### config.mk
export PLATFORM = sky130hd
export DESIGN_NAME = sirq_frame_gen
export DESIGN_NICKNAME = d
export VERILOG_FILES = /design/src/rtl/sirq_pkg.sv /design/src/rtl/sirq_req_map.sv /design/src/rtl/sirq_frame_fsm.sv /design/src/rtl/sirq_clkrun.sv /design/src/rtl/sirq_frame_gen.sv
export SDC_FILE = /design/constraint.sdc
export NUM_CORES = 1
export LEC_CHECK = 0
export ABC_AREA = 1
export BUFFER_PORTS_ARGS = -buffer_cell sky130_fd_sc_hd__buf_2
export CAP_MARGIN = 20
export CORE_MARGIN = 3
export CORE_UTILIZATION = 55
export DETAILED_ROUTE_END_ITERATION = 16
export GPL_ROUTABILITY_DRIVEN = 0
export GPL_TIMING_DRIVEN = 0
export PLACE_DENSITY = 0.75
export SYNTH_ARGS = -nofsm -noshare
export SYNTH_HDL_FRONTEND = slang
export SYNTH_SLANG_ARGS = --single-unit
### constraint.sdc
create_clock -name clk -period 4 [get_ports clk]
set_input_delay 1.2 -clock clk [delete_from_list [all_inputs] [get_ports clk]]
set_output_delay 1.2 -clock clk [all_outputs]
set_load 0.05 [all_outputs]
### src/rtl/sirq_pkg.sv
`timescale 1ns/1ps
// Shared types and slot assignments for the serial interrupt frame generator.
// Assumes at least 13 slots per frame so that every owned slot exists.
package sirq_pkg;

    typedef enum logic [2:0] {
        ST_IDLE,
        ST_KICK,
        ST_START,
        ST_SLOT,
        ST_STOPW
    } sirq_state_e;

    typedef enum logic [1:0] {
        PH_SAMPLE,
        PH_RECOV,
        PH_TURN
    } sirq_phase_e;

    // Slot numbers on the wire
    localparam int SLOT_IRQ1  = 1;
    localparam int SLOT_SMI   = 2;
    localparam int SLOT_IRQ6  = 6;
    localparam int SLOT_IRQ9  = 9;
    localparam int SLOT_IRQ10 = 10;
    localparam int SLOT_IRQ11 = 11;
    localparam int SLOT_IRQ12 = 12;

    // Bit positions inside each extra channel's request group
    localparam int EXT_BITS  = 5;
    localparam int EXT_SMI   = 0;
    localparam int EXT_IRQ6  = 1;
    localparam int EXT_IRQ9  = 2;
    localparam int EXT_IRQ10 = 3;
    localparam int EXT_IRQ11 = 4;

    // Bit positions inside the first channel's request pair
    localparam int CH1_IRQ1  = 0;
    localparam int CH1_IRQ12 = 1;

    // Stop frame low-clock counts that select a mode
    localparam logic [1:0] STOP_QUIET_LEN = 2'd2;
    localparam logic [1:0] STOP_CONT_LEN  = 2'd3;

endpackage

### src/rtl/sirq_req_map.sv
`timescale 1ns/1ps
// Maps per-channel request bits onto frame slots and registers the result.
// Channels sharing a slot are OR'ed. Assumes NUM_SLOTS > SLOT_IRQ12.
module sirq_req_map import sirq_pkg::*; #(
    parameter int NUM_EXT   = 3,
    parameter int NUM_SLOTS = 16
) (
    input  logic                        clk,
    input  logic                        rst_n,
    input  logic [1:0]                  ch1_req,
    input  logic [NUM_EXT*EXT_BITS-1:0] ext_req,
    output logic [NUM_SLOTS-1:0]        slot_req_q,
    output logic [NUM_SLOTS-1:0]        owned
);

    localparam logic [NUM_SLOTS-1:0] ONE = NUM_SLOTS'(1);
    localparam logic [NUM_SLOTS-1:0] OWNED_MASK =
        (ONE << SLOT_IRQ1) | (ONE << SLOT_SMI) | (ONE << SLOT_IRQ6) |
        (ONE << SLOT_IRQ9) | (ONE << SLOT_IRQ10) | (ONE << SLOT_IRQ11) |
        (ONE << SLOT_IRQ12);

    logic [NUM_EXT-1:0][NUM_SLOTS-1:0] ext_vec;
    logic [NUM_SLOTS-1:0]              slot_d;

    assign owned = OWNED_MASK;

    // One slot vector per extra channel
    generate
        for (genvar g = 0; g < NUM_EXT; g++) begin : g_ext
            localparam int B = g * EXT_BITS;
            assign ext_vec[g] =
                (NUM_SLOTS'(ext_req[B + EXT_SMI])   << SLOT_SMI)   |
                (NUM_SLOTS'(ext_req[B + EXT_IRQ6])  << SLOT_IRQ6)  |
                (NUM_SLOTS'(ext_req[B + EXT_IRQ9])  << SLOT_IRQ9)  |
                (NUM_SLOTS'(ext_req[B + EXT_IRQ10]) << SLOT_IRQ10) |
                (NUM_SLOTS'(ext_req[B + EXT_IRQ11]) << SLOT_IRQ11);
        end
    endgenerate

    // Merge the first channel and all extra channels into one slot vector
    always_comb begin
        slot_d = (NUM_SLOTS'(ch1_req[CH1_IRQ1])  << SLOT_IRQ1) |
                 (NUM_SLOTS'(ch1_req[CH1_IRQ12]) << SLOT_IRQ12);
        for (int c = 0; c < NUM_EXT; c++) begin
            slot_d = slot_d | ext_vec[c];
        end
    end

    // Register request levels so frame logic sees stable values
    always_ff @(posedge clk) begin
        if (!rst_n) begin
            slot_req_q <= '0;
        end else begin
            slot_req_q <= slot_d;
        end
    end

endmodule

### src/rtl/sirq_frame_fsm.sv
`timescale 1ns/1ps
// Frame sequencer: follows host start/stop frames, walks the slots in
// sample/recovery/turnaround order, keeps the mode chosen by the stop
// frame and starts a frame itself in quiet mode. Outputs are decoded from
// registered state only. Assumes NUM_SLOTS is at least 13.
module sirq_frame_fsm import sirq_pkg::*; #(
    parameter int NUM_SLOTS = 16
) (
    input  logic                 clk,
    input  logic                 rst_n,
    input  logic                 line_i,
    input  logic [NUM_SLOTS-1:0] slot_req,
    input  logic [NUM_SLOTS-1:0] owned,
    output logic                 drv_oe,
    output logic                 drv_o,
    output logic                 pending,
    output logic                 quiet,
    output sirq_state_e          state
);

    localparam int               SLOT_W    = $clog2(NUM_SLOTS);
    localparam logic [SLOT_W-1:0] LAST_SLOT = SLOT_W'(NUM_SLOTS - 1);

    sirq_state_e          state_q, state_d;
    sirq_phase_e          ph_q, ph_d;
    logic [SLOT_W-1:0]    slot_q, slot_d;
    logic [1:0]           stop_cnt_q, stop_cnt_d;
    logic                 quiet_q, quiet_d;
    logic [NUM_SLOTS-1:0] sent_q, sent_d;
    logic                 cur_owned, cur_req, cur_sent;

    assign cur_owned = owned[slot_q];
    assign cur_req   = slot_req[slot_q];
    assign cur_sent  = sent_q[slot_q];
    assign pending   = |(slot_req ^ sent_q);
    assign quiet     = quiet_q;
    assign state     = state_q;

    // Next-state logic for frame position, mode and sent snapshot
    always_comb begin
        state_d    = state_q;
        ph_d       = ph_q;
        slot_d     = slot_q;
        stop_cnt_d = stop_cnt_q;
        quiet_d    = quiet_q;
        sent_d     = sent_q;
        unique case (state_q)
            ST_IDLE: begin
                if (!line_i) begin
                    state_d = ST_START;
                end else if (quiet_q && pending) begin
                    state_d = ST_KICK;
                end
            end
            ST_KICK: begin
                state_d = ST_START;
            end
            ST_START: begin
                if (line_i) begin
                    state_d = ST_SLOT;
                    slot_d  = '0;
                    ph_d    = PH_SAMPLE;
                end
            end
            ST_SLOT: begin
                unique case (ph_q)
                    PH_SAMPLE: begin
                        ph_d = PH_RECOV;
                        if (cur_owned) begin
                            sent_d[slot_q] = cur_req;
                        end
                    end
                    PH_RECOV: begin
                        ph_d = PH_TURN;
                    end
                    default: begin
                        ph_d = PH_SAMPLE;
                        if (slot_q == LAST_SLOT) begin
                            state_d    = ST_STOPW;
                            stop_cnt_d = '0;
                        end else begin
                            slot_d = slot_q + SLOT_W'(1);
                        end
                    end
                endcase
            end
            ST_STOPW: begin
                if (!line_i) begin
                    if (stop_cnt_q != 2'd3) begin
                        stop_cnt_d = stop_cnt_q + 2'd1;
                    end
                end else if (stop_cnt_q != 2'd0) begin
                    if (stop_cnt_q == STOP_QUIET_LEN) begin
                        quiet_d = 1'b1;
                    end else if (stop_cnt_q >= STOP_CONT_LEN) begin
                        quiet_d = 1'b0;
                    end
                    state_d = ST_IDLE;
                end
            end
            default: begin
                state_d = ST_IDLE;
            end
        endcase
    end

    // State registers
    always_ff @(posedge clk) begin
        if (!rst_n) begin
            state_q    <= ST_IDLE;
            ph_q       <= PH_SAMPLE;
            slot_q     <= '0;
            stop_cnt_q <= '0;
            quiet_q    <= 1'b0;
            sent_q     <= '0;
        end else begin
            state_q    <= state_d;
            ph_q       <= ph_d;
            slot_q     <= slot_d;
            stop_cnt_q <= stop_cnt_d;
            quiet_q    <= quiet_d;
            sent_q     <= sent_d;
        end
    end

    // Line drive decode: kick pulse, low sample, high recovery
    always_comb begin
        drv_oe = 1'b0;
        drv_o  = 1'b0;
        if (state_q == ST_KICK) begin
            drv_oe = 1'b1;
        end else if (state_q == ST_SLOT && cur_owned) begin
            if (ph_q == PH_SAMPLE && !cur_req) begin
                drv_oe = 1'b1;
            end else if (ph_q == PH_RECOV && !cur_sent) begin
                drv_oe = 1'b1;
                drv_o  = 1'b1;
            end
        end
    end

endmodule

### src/rtl/sirq_clkrun.sv
`timescale 1ns/1ps
// Clock-restart request: arms when the clock-run line reads high while a
// change is waiting, then holds the line low for HOLD clock edges. The
// armed flop keeps driving while the clock is stopped. Assumes HOLD >= 1.
module sirq_clkrun #(
    parameter int HOLD = 2
) (
    input  logic clk,
    input  logic rst_n,
    input  logic line_i,
    input  logic pending,
    output logic drv_oe
);

    localparam int            CW       = (HOLD > 1) ? $clog2(HOLD) : 1;
    localparam logic [CW-1:0] CNT_LAST = CW'(HOLD - 1);

    logic          armed_q;
    logic [CW-1:0] cnt_q;

    assign drv_oe = armed_q;

    // Arm on a stop request with a change waiting, release after the hold
    always_ff @(posedge clk) begin
        if (!rst_n) begin
            armed_q <= 1'b0;
            cnt_q   <= '0;
        end else if (!armed_q) begin
            if (line_i && pending) begin
                armed_q <= 1'b1;
                cnt_q   <= '0;
            end
        end else if (cnt_q == CNT_LAST) begin
            armed_q <= 1'b0;
        end else begin
            cnt_q <= cnt_q + CW'(1);
        end
    end

endmodule

### src/rtl/sirq_frame_gen.sv
`timescale 1ns/1ps
// Top of the serial interrupt frame generator. Maps channel requests to
// slots, sequences frames on the shared line and requests clock restart.
// Assumes both lines are open drain with external pull-ups.
module sirq_frame_gen import sirq_pkg::*; #(
    parameter int NUM_EXT     = 3,
    parameter int NUM_SLOTS   = 16,
    parameter int CLKRUN_HOLD = 2
) (
    input  logic                        clk,
    input  logic                        rst_n,
    input  logic [1:0]                  ch1_req,
    input  logic [NUM_EXT*EXT_BITS-1:0] ext_req,
    input  logic                        serirq_i,
    output logic                        serirq_o,
    output logic                        serirq_oe,
    input  logic                        clkrun_i,
    output logic                        clkrun_oe
);

    logic [NUM_SLOTS-1:0] slot_req;
    logic [NUM_SLOTS-1:0] owned;
    logic                 fsm_pending;
    logic                 fsm_quiet;
    sirq_state_e          fsm_state;

    sirq_req_map #(
        .NUM_EXT   (NUM_EXT),
        .NUM_SLOTS (NUM_SLOTS)
    ) u_map (
        .clk        (clk),
        .rst_n      (rst_n),
        .ch1_req    (ch1_req),
        .ext_req    (ext_req),
        .slot_req_q (slot_req),
        .owned      (owned)
    );

    sirq_frame_fsm #(
        .NUM_SLOTS (NUM_SLOTS)
    ) u_fsm (
        .clk      (clk),
        .rst_n    (rst_n),
        .line_i   (serirq_i),
        .slot_req (slot_req),
        .owned    (owned),
        .drv_oe   (serirq_oe),
        .drv_o    (serirq_o),
        .pending  (fsm_pending),
        .quiet    (fsm_quiet),
        .state    (fsm_state)
    );

    sirq_clkrun #(
        .HOLD (CLKRUN_HOLD)
    ) u_clkrun (
        .clk     (clk),
        .rst_n   (rst_n),
        .line_i  (clkrun_i),
        .pending (fsm_pending),
        .drv_oe  (clkrun_oe)
    );

endmodule

==> results of run 1 <==
==> cells in the final DEF, fill, tap and decap left out <==
master | Yosys | final
sky130_fd_sc_hd__nand3b_1 | 2 | 2
sky130_fd_sc_hd__nor3_1 | 5 | 5
sky130_fd_sc_hd__nand2_2 | 2 | 2
sky130_fd_sc_hd__buf_2 | 1 | 24
sky130_fd_sc_hd__o21ai_1 | 18 | 18
sky130_fd_sc_hd__o21ai_0 | 12 | 12
sky130_fd_sc_hd__o31ai_2 | 1 | 1
sky130_fd_sc_hd__o211ai_1 | 2 | 2
sky130_fd_sc_hd__nand2_1 | 61 | 61
sky130_fd_sc_hd__clkinv_2 | 0 | 2
sky130_fd_sc_hd__nand4_1 | 9 | 9
sky130_fd_sc_hd__o31ai_1 | 1 | 1
sky130_fd_sc_hd__nand3_1 | 30 | 30
sky130_fd_sc_hd__inv_2 | 11 | 11
sky130_fd_sc_hd__a31oi_1 | 2 | 2
sky130_fd_sc_hd__o21bai_1 | 2 | 2
sky130_fd_sc_hd__o221ai_1 | 2 | 2
sky130_fd_sc_hd__dfxtp_1 | 38 | 38
sky130_fd_sc_hd__ha_1 | 9 | 9
sky130_fd_sc_hd__nand3_2 | 1 | 1
sky130_fd_sc_hd__a211oi_1 | 3 | 3
sky130_fd_sc_hd__clkbuf_1 | 3 | 3
sky130_fd_sc_hd__nor2_2 | 7 | 7
sky130_fd_sc_hd__nand2_4 | 1 | 1
sky130_fd_sc_hd__nor2_1 | 36 | 36
sky130_fd_sc_hd__clkbuf_8 | 0 | 5
sky130_fd_sc_hd__o21ai_2 | 1 | 1
sky130_fd_sc_hd__nor2_4 | 2 | 2
sky130_fd_sc_hd__a211oi_2 | 1 | 1
sky130_fd_sc_hd__buf_4 | 1 | 1
sky130_fd_sc_hd__inv_1 | 54 | 54
sky130_fd_sc_hd__a21oi_1 | 25 | 25
==> synthesized netlist by cell type <==
cell type	number	area, um^2
sky130_fd_sc_hd__nand2_1	61	229
sky130_fd_sc_hd__inv_1	54	203
sky130_fd_sc_hd__dfxtp_1	38	761
sky130_fd_sc_hd__nor2_1	36	135
sky130_fd_sc_hd__nand3_1	30	150
sky130_fd_sc_hd__a21oi_1	25	125
sky130_fd_sc_hd__o21ai_1	18	90.1
sky130_fd_sc_hd__o21ai_0	12	60.1
sky130_fd_sc_hd__inv_2	11	41.3
sky130_fd_sc_hd__ha_1	9	113
sky130_fd_sc_hd__nand4_1	9	56.3
sky130_fd_sc_hd__nor2_2	7	43.8
sky130_fd_sc_hd__nor3_1	5	25.0
sky130_fd_sc_hd__a211oi_1	3	22.5
sky130_fd_sc_hd__clkbuf_1	3	11.3
sky130_fd_sc_hd__a31oi_1	2	12.5
sky130_fd_sc_hd__nand2_2	2	12.5
sky130_fd_sc_hd__nand3b_1	2	15.0
sky130_fd_sc_hd__nor2_4	2	22.5
sky130_fd_sc_hd__o211ai_1	2	15.0
sky130_fd_sc_hd__o21bai_1	2	15.0
sky130_fd_sc_hd__o221ai_1	2	17.5
sky130_fd_sc_hd__a211oi_2	1	12.5
sky130_fd_sc_hd__buf_2	1	5.00
sky130_fd_sc_hd__buf_4	1	7.51
sky130_fd_sc_hd__nand2_4	1	11.3
sky130_fd_sc_hd__nand3_2	1	10.0
sky130_fd_sc_hd__o21ai_2	1	8.76
sky130_fd_sc_hd__o31ai_1	1	7.51
sky130_fd_sc_hd__o31ai_2	1	12.5
==> flip-flops by register name, indices dropped and copies added, names as in the netlist <==
signal and count:
u_clkrun.drv_oe 1, u_fsm.stop_cnt_q 2, u_fsm.sent_q 16, u_fsm.ph_q 2
u_fsm.slot_q 4, u_clkrun.cnt_q 1, u_fsm.state 3, u_fsm.quiet 1
u_map.slot_req_q 7, u_fsm.cur_owned 1
==> logic make-up (layout without fill, tap and decap cells) <==
logic type | after synthesis | count (layout) | share of synthesized area (%)
adder cells (fa/ha/maj) | 9 | 9 | 5.00
AND/OR/NAND/NOR | 156 | 156 | 31.6
flip-flops | 38 | 38 | 33.8
AO/OA/AOI/OAI | 70 | 70 | 17.7
buffers and inverters | 70 | 100 | 11.9
==> metrics by stage <==
step                      setup slack (ps)  hold WS, ps  total power, mW  instance area, um^2  utilization, %
after global routing                   426          459             1.47                 2500            65.9
after detailed placement               941          421             1.11                 2430            63.9
after CTS                              637          431             1.35                 2500            65.9
after floorplan                        694          400            0.958                 2250               -
final                                  579          435             1.36                 2500            65.9
after global placement                 932          415             1.10                 2430            63.9
==> final timing paths <==
check | to | slack [ps] | cells after the start
worst max-delay path | serirq_oe | 580 | 9
worst min register to register | u_clkrun.drv_oe | 440 | 1
worst max register to register | u_fsm.cur_owned | 1720 | 13
worst min-delay path | u_clkrun.drv_oe | 440 | 1
==> layout make-up <==
class / count / area (um^2) / share of cell area [%]
Inverter: 65 / 244 / 9.74
Multi-Input combinational cell: 235 / 1220 / 48.8
Clock buffer: 5 / 68.8 / 2.75
Tap cell: 48 / 60.1 / 2.40
Clock inverter: 2 / 10.0 / 0.400
Sequential cell: 38 / 761 / 30.4
Buffer: 5 / 23.8 / 0.949
Timing Repair Buffer: 23 / 115 / 4.60
==> where the power goes <==
part / switching, mW / total, mW / internal [mW]
registers: 0.0716 / 0.500 / 0.428
clock network: 0.131 / 0.248 / 0.117
logic: 0.429 / 0.607 / 0.178
==> layer usage <==
layer,GRT usage (%),vias up,routed length [um]
li1,-,1171,-
met1,30.2,1014,2570
met2,36.0,64,2400
met3,4.32,15,235
met4,6.17,0,85
met5,0,-,0
==> critical path, delay by kind of cell, from the launching register on <==
kind	cells	cell delay, ps
buffers and inverters	3	520
DFF	1	500
AOI/OAI and AO/OA	3	340
and+or+nand+nor	3	580
==> flow_metrics.tcl, run 1 <==
set metrics [dict create \
    slew_violations 0 \
    congestion_overflow_gr 0 \
    cts_setup_buffers 0 \
    layout-area-overhead-vs-synth_pct 11.3 \
    insertion_delay_ps 290 \
    grt_start_max_net_pins 12 \
    worst_slew_pin_slew_ps 554 \
    floorplan.die_area_um2 4900 \
    layout-drive-gt1-share_pct 15.8 \
    clock_sinks 38 \
    timing.critical_path.fanout_max 10 \
    ys.warnings.count 0 \
    htreeDepth 2 \
    sum_neg_setup_slack_ps 0 \
    final.setup_skew_ps 7.15 \
    wire_length_of_the_first_global_routing_pass_um 8880 \
    synth_nets 373 \
    core_region_area_um2 3800 \
    ant_nets 0 \
    cellLeakagePower_nw 1.18 \
    die_height_um 70.0 \
    floorplan.io_pins 24 \
    postCtsHoldBufs 0 \
    worstHoldPathType "reg2reg" \
    place.port_buffers 23 \
    fp-row-count 22 \
    final.period_utilization_pct 85.5 \
    clk_root_buf "sky130_fd_sc_hd__clkbuf_8" \
    hold_viol 0 \
    initial_core_util_pct 59.3 \
    syn-instance-count 343 \
    report.final.setup_viol 0 \
    period_needed_ps 3420 \
    iteration_count_of_the_initial_detailed_routing_pass 5 \
    fill_cells 378 \
    final_antenna_diode_count 0 \
    routedWlPerCell_um 12.6 \
    layout.cells.non_filler 421 \
    worst_setup_path_start_kind "flip-flop" \
    hold_path_startpoint "u_clkrun.cnt_q" \
    cts_buffers 5 \
    startpoint "u_fsm.slot_q[0]" \
    grt_antenna_before_repair 0 \
    slowest_delay_ps 500 \
    rsz0062_at_grt "no" \
    drt_iter0_markers 281 \
    synth_seq_cells 38 \
    ctsResizeCount 0 \
    critical_path_slowest_stage_cell "sky130_fd_sc_hd__dfxtp_1" \
    clkTransAtPathRegs_ps 70 \
    totalWireLength_um 5290 \
    finish.net_count 403 \
    route.detailed.vias_per_inst 5.38 \
    worst_ep_arrival_time_ps 2220 \
    vias 2264 \
    dp_cells 414 \
    timing.fmax_ghz 0.292 \
    p_per_area_nw_per_um2 541 \
    synthesis.area_per_instance_um2 6.56 \
    cell_breakdown_of_the_critical_path "inv_2 > nand2_1 > o31ai_2 > nor2_2 > nand2_1 > o21ai_0 > inv_1 > o21ai_0 > buf_2" \
    timing.critical_path.required_ps 2800 \
    timing.slew.headroom_pct 63.1 \
    width_of_the_chip_um 70.0 \
    worstSetupPathType "reg2out" \
    maxCapViolCount 0 \
    critical_path.reg2reg.startpoint "u_fsm.slot_q[0]" \
    synth.yosys.seq_area_share_pct 33.8 \
    vdd_ir_drop_max_mv 0.379 \
    drc 0 \
    cts_tree "yes" \
    hpwlAfterDp_um 4020 \
    synthesis.area_um2 2250 \
    grt_pass1_vias 1965 \
    cts_max_path_buffers 2 \
    synth_cell_type_count 30 \
    run_status "complete, no violations" \
    globalRouteTotalUtil_pct 22.3 \
    crit_path_end_kind "primary output" \
]
(Power assumes the default switching activity.)
==> run 2: changes to the inputs <==
--- a/config.mk
+++ b/config.mk
@@ -8,7 +8,7 @@
 export ABC_AREA = 1
 export BUFFER_PORTS_ARGS = -buffer_cell sky130_fd_sc_hd__buf_2
 export CAP_MARGIN = 20
-export CORE_MARGIN = 3
+export CORE_ASPECT_RATIO = 0.75
 export CORE_UTILIZATION = 55
 export DETAILED_ROUTE_END_ITERATION = 16
 export GPL_ROUTABILITY_DRIVEN = 0
==> run 2 against run 1 <==
Compared with the run above:
- fmax grew 0.86%
- via count is 3.6% higher
- flip-flop and latch count did not move
- die area fell by 11%
- sequential power hardly changed
- clock power increased by 30%
- first-iteration DRC count fell by 29%
- non-clock buffer count unchanged
- register-to-register slack better by 60 ps
- wire length is 6.6% higher
- sequential share of layout area shrank 0.42 points
==> flow_metrics.tcl, run 2 (same netlist as run 1, synthesis figures left out) <==
set metrics [dict create \
    run_status "complete, no violations" \
    regToRegSetupSlack_ps 1780 \
    htreeDepth 2 \
    hpwlAfterDp_um 4300 \
    final.period_utilization_pct 84.8 \
    drc 0 \
    vias 2345 \
    rsz0062_at_grt "no" \
    floorplan.die_area_um2 4350 \
    critical_path.reg2reg.startpoint "u_fsm.slot_q[0]" \
    worst_r2r_path_depth 13 \
    finalPower_mw 1.44 \
    slowest_delay_ps 480 \
    ant_nets 0 \
    maxCapViolCount 0 \
    cellLeakagePower_nw 1.20 \
    sum_neg_setup_slack_ps 0 \
    worstSetupPathType "reg2out" \
    hold_slack_ps 430 \
    core_region_area_um2 3780 \
    area_taken_by_multi_input_logic_gates_um2 1220 \
    area.sequential_um2 761 \
    grt_pass1_vias 1987 \
    cts_setup_buffers 0 \
    initial_core_util_pct 59.5 \
    place.port_buffers 23 \
    worstHoldPathType "reg2reg" \
    post-route-cell-area_um2 2540 \
    cts_buffers 5 \
    iteration_count_of_the_initial_detailed_routing_pass 6 \
    clk_root_buf "sky130_fd_sc_hd__clkbuf_8" \
    layout-drive-gt1-share_pct 16.0 \
    worst_slew_pin_slew_ps 597 \
    largest_register_ffs 16 \
    routedWlPerCell_um 13.2 \
    worst_ep_arrival_time_ps 2190 \
    congestion_overflow_gr 0 \
    insertion_delay_ps 290 \
    layout_commonest_cell "sky130_fd_sc_hd__nand2_1" \
    cell_breakdown_of_the_critical_path "inv_2 > nand2_1 > o31ai_2 > nor2_2 > nand2_1 > o21ai_0 > inv_1 > o21ai_0 > buf_2" \
    clkTransAtPathRegs_ps 80 \
    clock_sinks 38 \
    layout.cells.most_common_list "sky130_fd_sc_hd__nand2_1, sky130_fd_sc_hd__inv_1, sky130_fd_sc_hd__dfxtp_1" \
    critPathBufInv 3 \
    timing.critical_path.required_ps 2800 \
    die_height_um 57.4 \
    cts_max_path_buffers 2 \
    slew_violations 0 \
    final_antenna_diode_count 0 \
    fill_cells 363 \
    max_flop_register "u_fsm.sent_q" \
    width_of_the_chip_um 75.9 \
    critical_path_slowest_stage_cell "sky130_fd_sc_hd__dfxtp_1" \
    crit_path_end_kind "primary output" \
    timing.slew.headroom_pct 59.8 \
    worst_setup_path_endpoint "serirq_oe" \
    place_ws_ps 978 \
    wire_length_of_the_first_global_routing_pass_um 9030 \
    vdd_ir_drop_max_mv 0.433 \
    setup_slack_ps 608 \
    layout_top_registers "u_fsm.sent_q x16, u_map.slot_req_q x7, u_fsm.slot_q x4" \
    grt_start_max_net_pins 13 \
    grt_antenna_before_repair 0 \
    layout-area-overhead-vs-synth_pct 12.8 \
    p_per_area_nw_per_um2 565 \
    floorplan.io_pins 24 \
    finish.net_count 403 \
    totalWireLength_um 5640 \
    post_dp_cell_area_um2 2430 \
    worst_setup_path_start_kind "flip-flop" \
    drt_iter0_markers 199 \
    critical_path.reg2reg.endpoint "u_fsm.cur_owned" \
    report.final.setup_viol 0 \
    critical_path_cell_count 9 \
    ctsResizeCount 0 \
    timing.critical_path.fanout_max 11 \
    critical_path.top_delay_family "simple AND/OR/NAND/NOR gates" \
    final.setup_skew_ps 6.39 \
    cts_tree "yes" \
    hold_viol 0 \
    globalRouteTotalUtil_pct 27.9 \
    route.detailed.vias_per_inst 5.50 \
    fp-row-count 19 \
    postCtsHoldBufs 0 \
    startpoint "u_fsm.slot_q[1]" \
    timing.fmax_ghz 0.295 \
    period_needed_ps 3390 \
]
-- run 2: cell count changes in the layout (fill, tap and decap cells not counted), sizes merged --
cell,previous run,this run
bufinv,0,1
-- run 2: layout make-up --
cell class	instances	share of cell area (%)
buffer	5	0.936
clock buffer	5	2.71
clock inverter	3	1.58
inverter	65	9.61
multi-input combinational	235	48.1
sequential	38	30.0
tap	52	2.56
timing repair buffer	23	4.53
-- run 2: worst min path at each step --
stage	start	end	cells after the start
after floorplan	u_clkrun.cnt_q	u_clkrun.drv_oe	1
after global placement	u_clkrun.cnt_q	u_clkrun.drv_oe	1
after detailed placement	u_clkrun.cnt_q	u_clkrun.drv_oe	1
after CTS	u_clkrun.cnt_q	u_clkrun.drv_oe	1
after global routing	u_clkrun.cnt_q	u_clkrun.drv_oe	1
final	u_clkrun.cnt_q	u_clkrun.drv_oe	1
-- run 2: power breakdown --
group	internal, mW	total (mW)	switching (mW)
registers	0.428	0.497	0.0690
logic	0.179	0.615	0.435
clock network	0.184	0.323	0.140
total	0.791	1.44	0.644
-- run 2: through the flow --
step / instances / utilization [%]
6_report: 426 / 67.2
5_1_grt: 426 / 67.2
4_1_cts: 426 / 67.2
3_5_place_dp: 418 / 64.3
3_3_place_gp: 418 / 64.3
2_1_floorplan: 343 / -
-- run 2: metal layers --
metal	GRT usage, %	routed length, um
met1	39.3	2640
met4	7.94	90
met5	0	0
met2	40.6	2360
met3	9.19	552
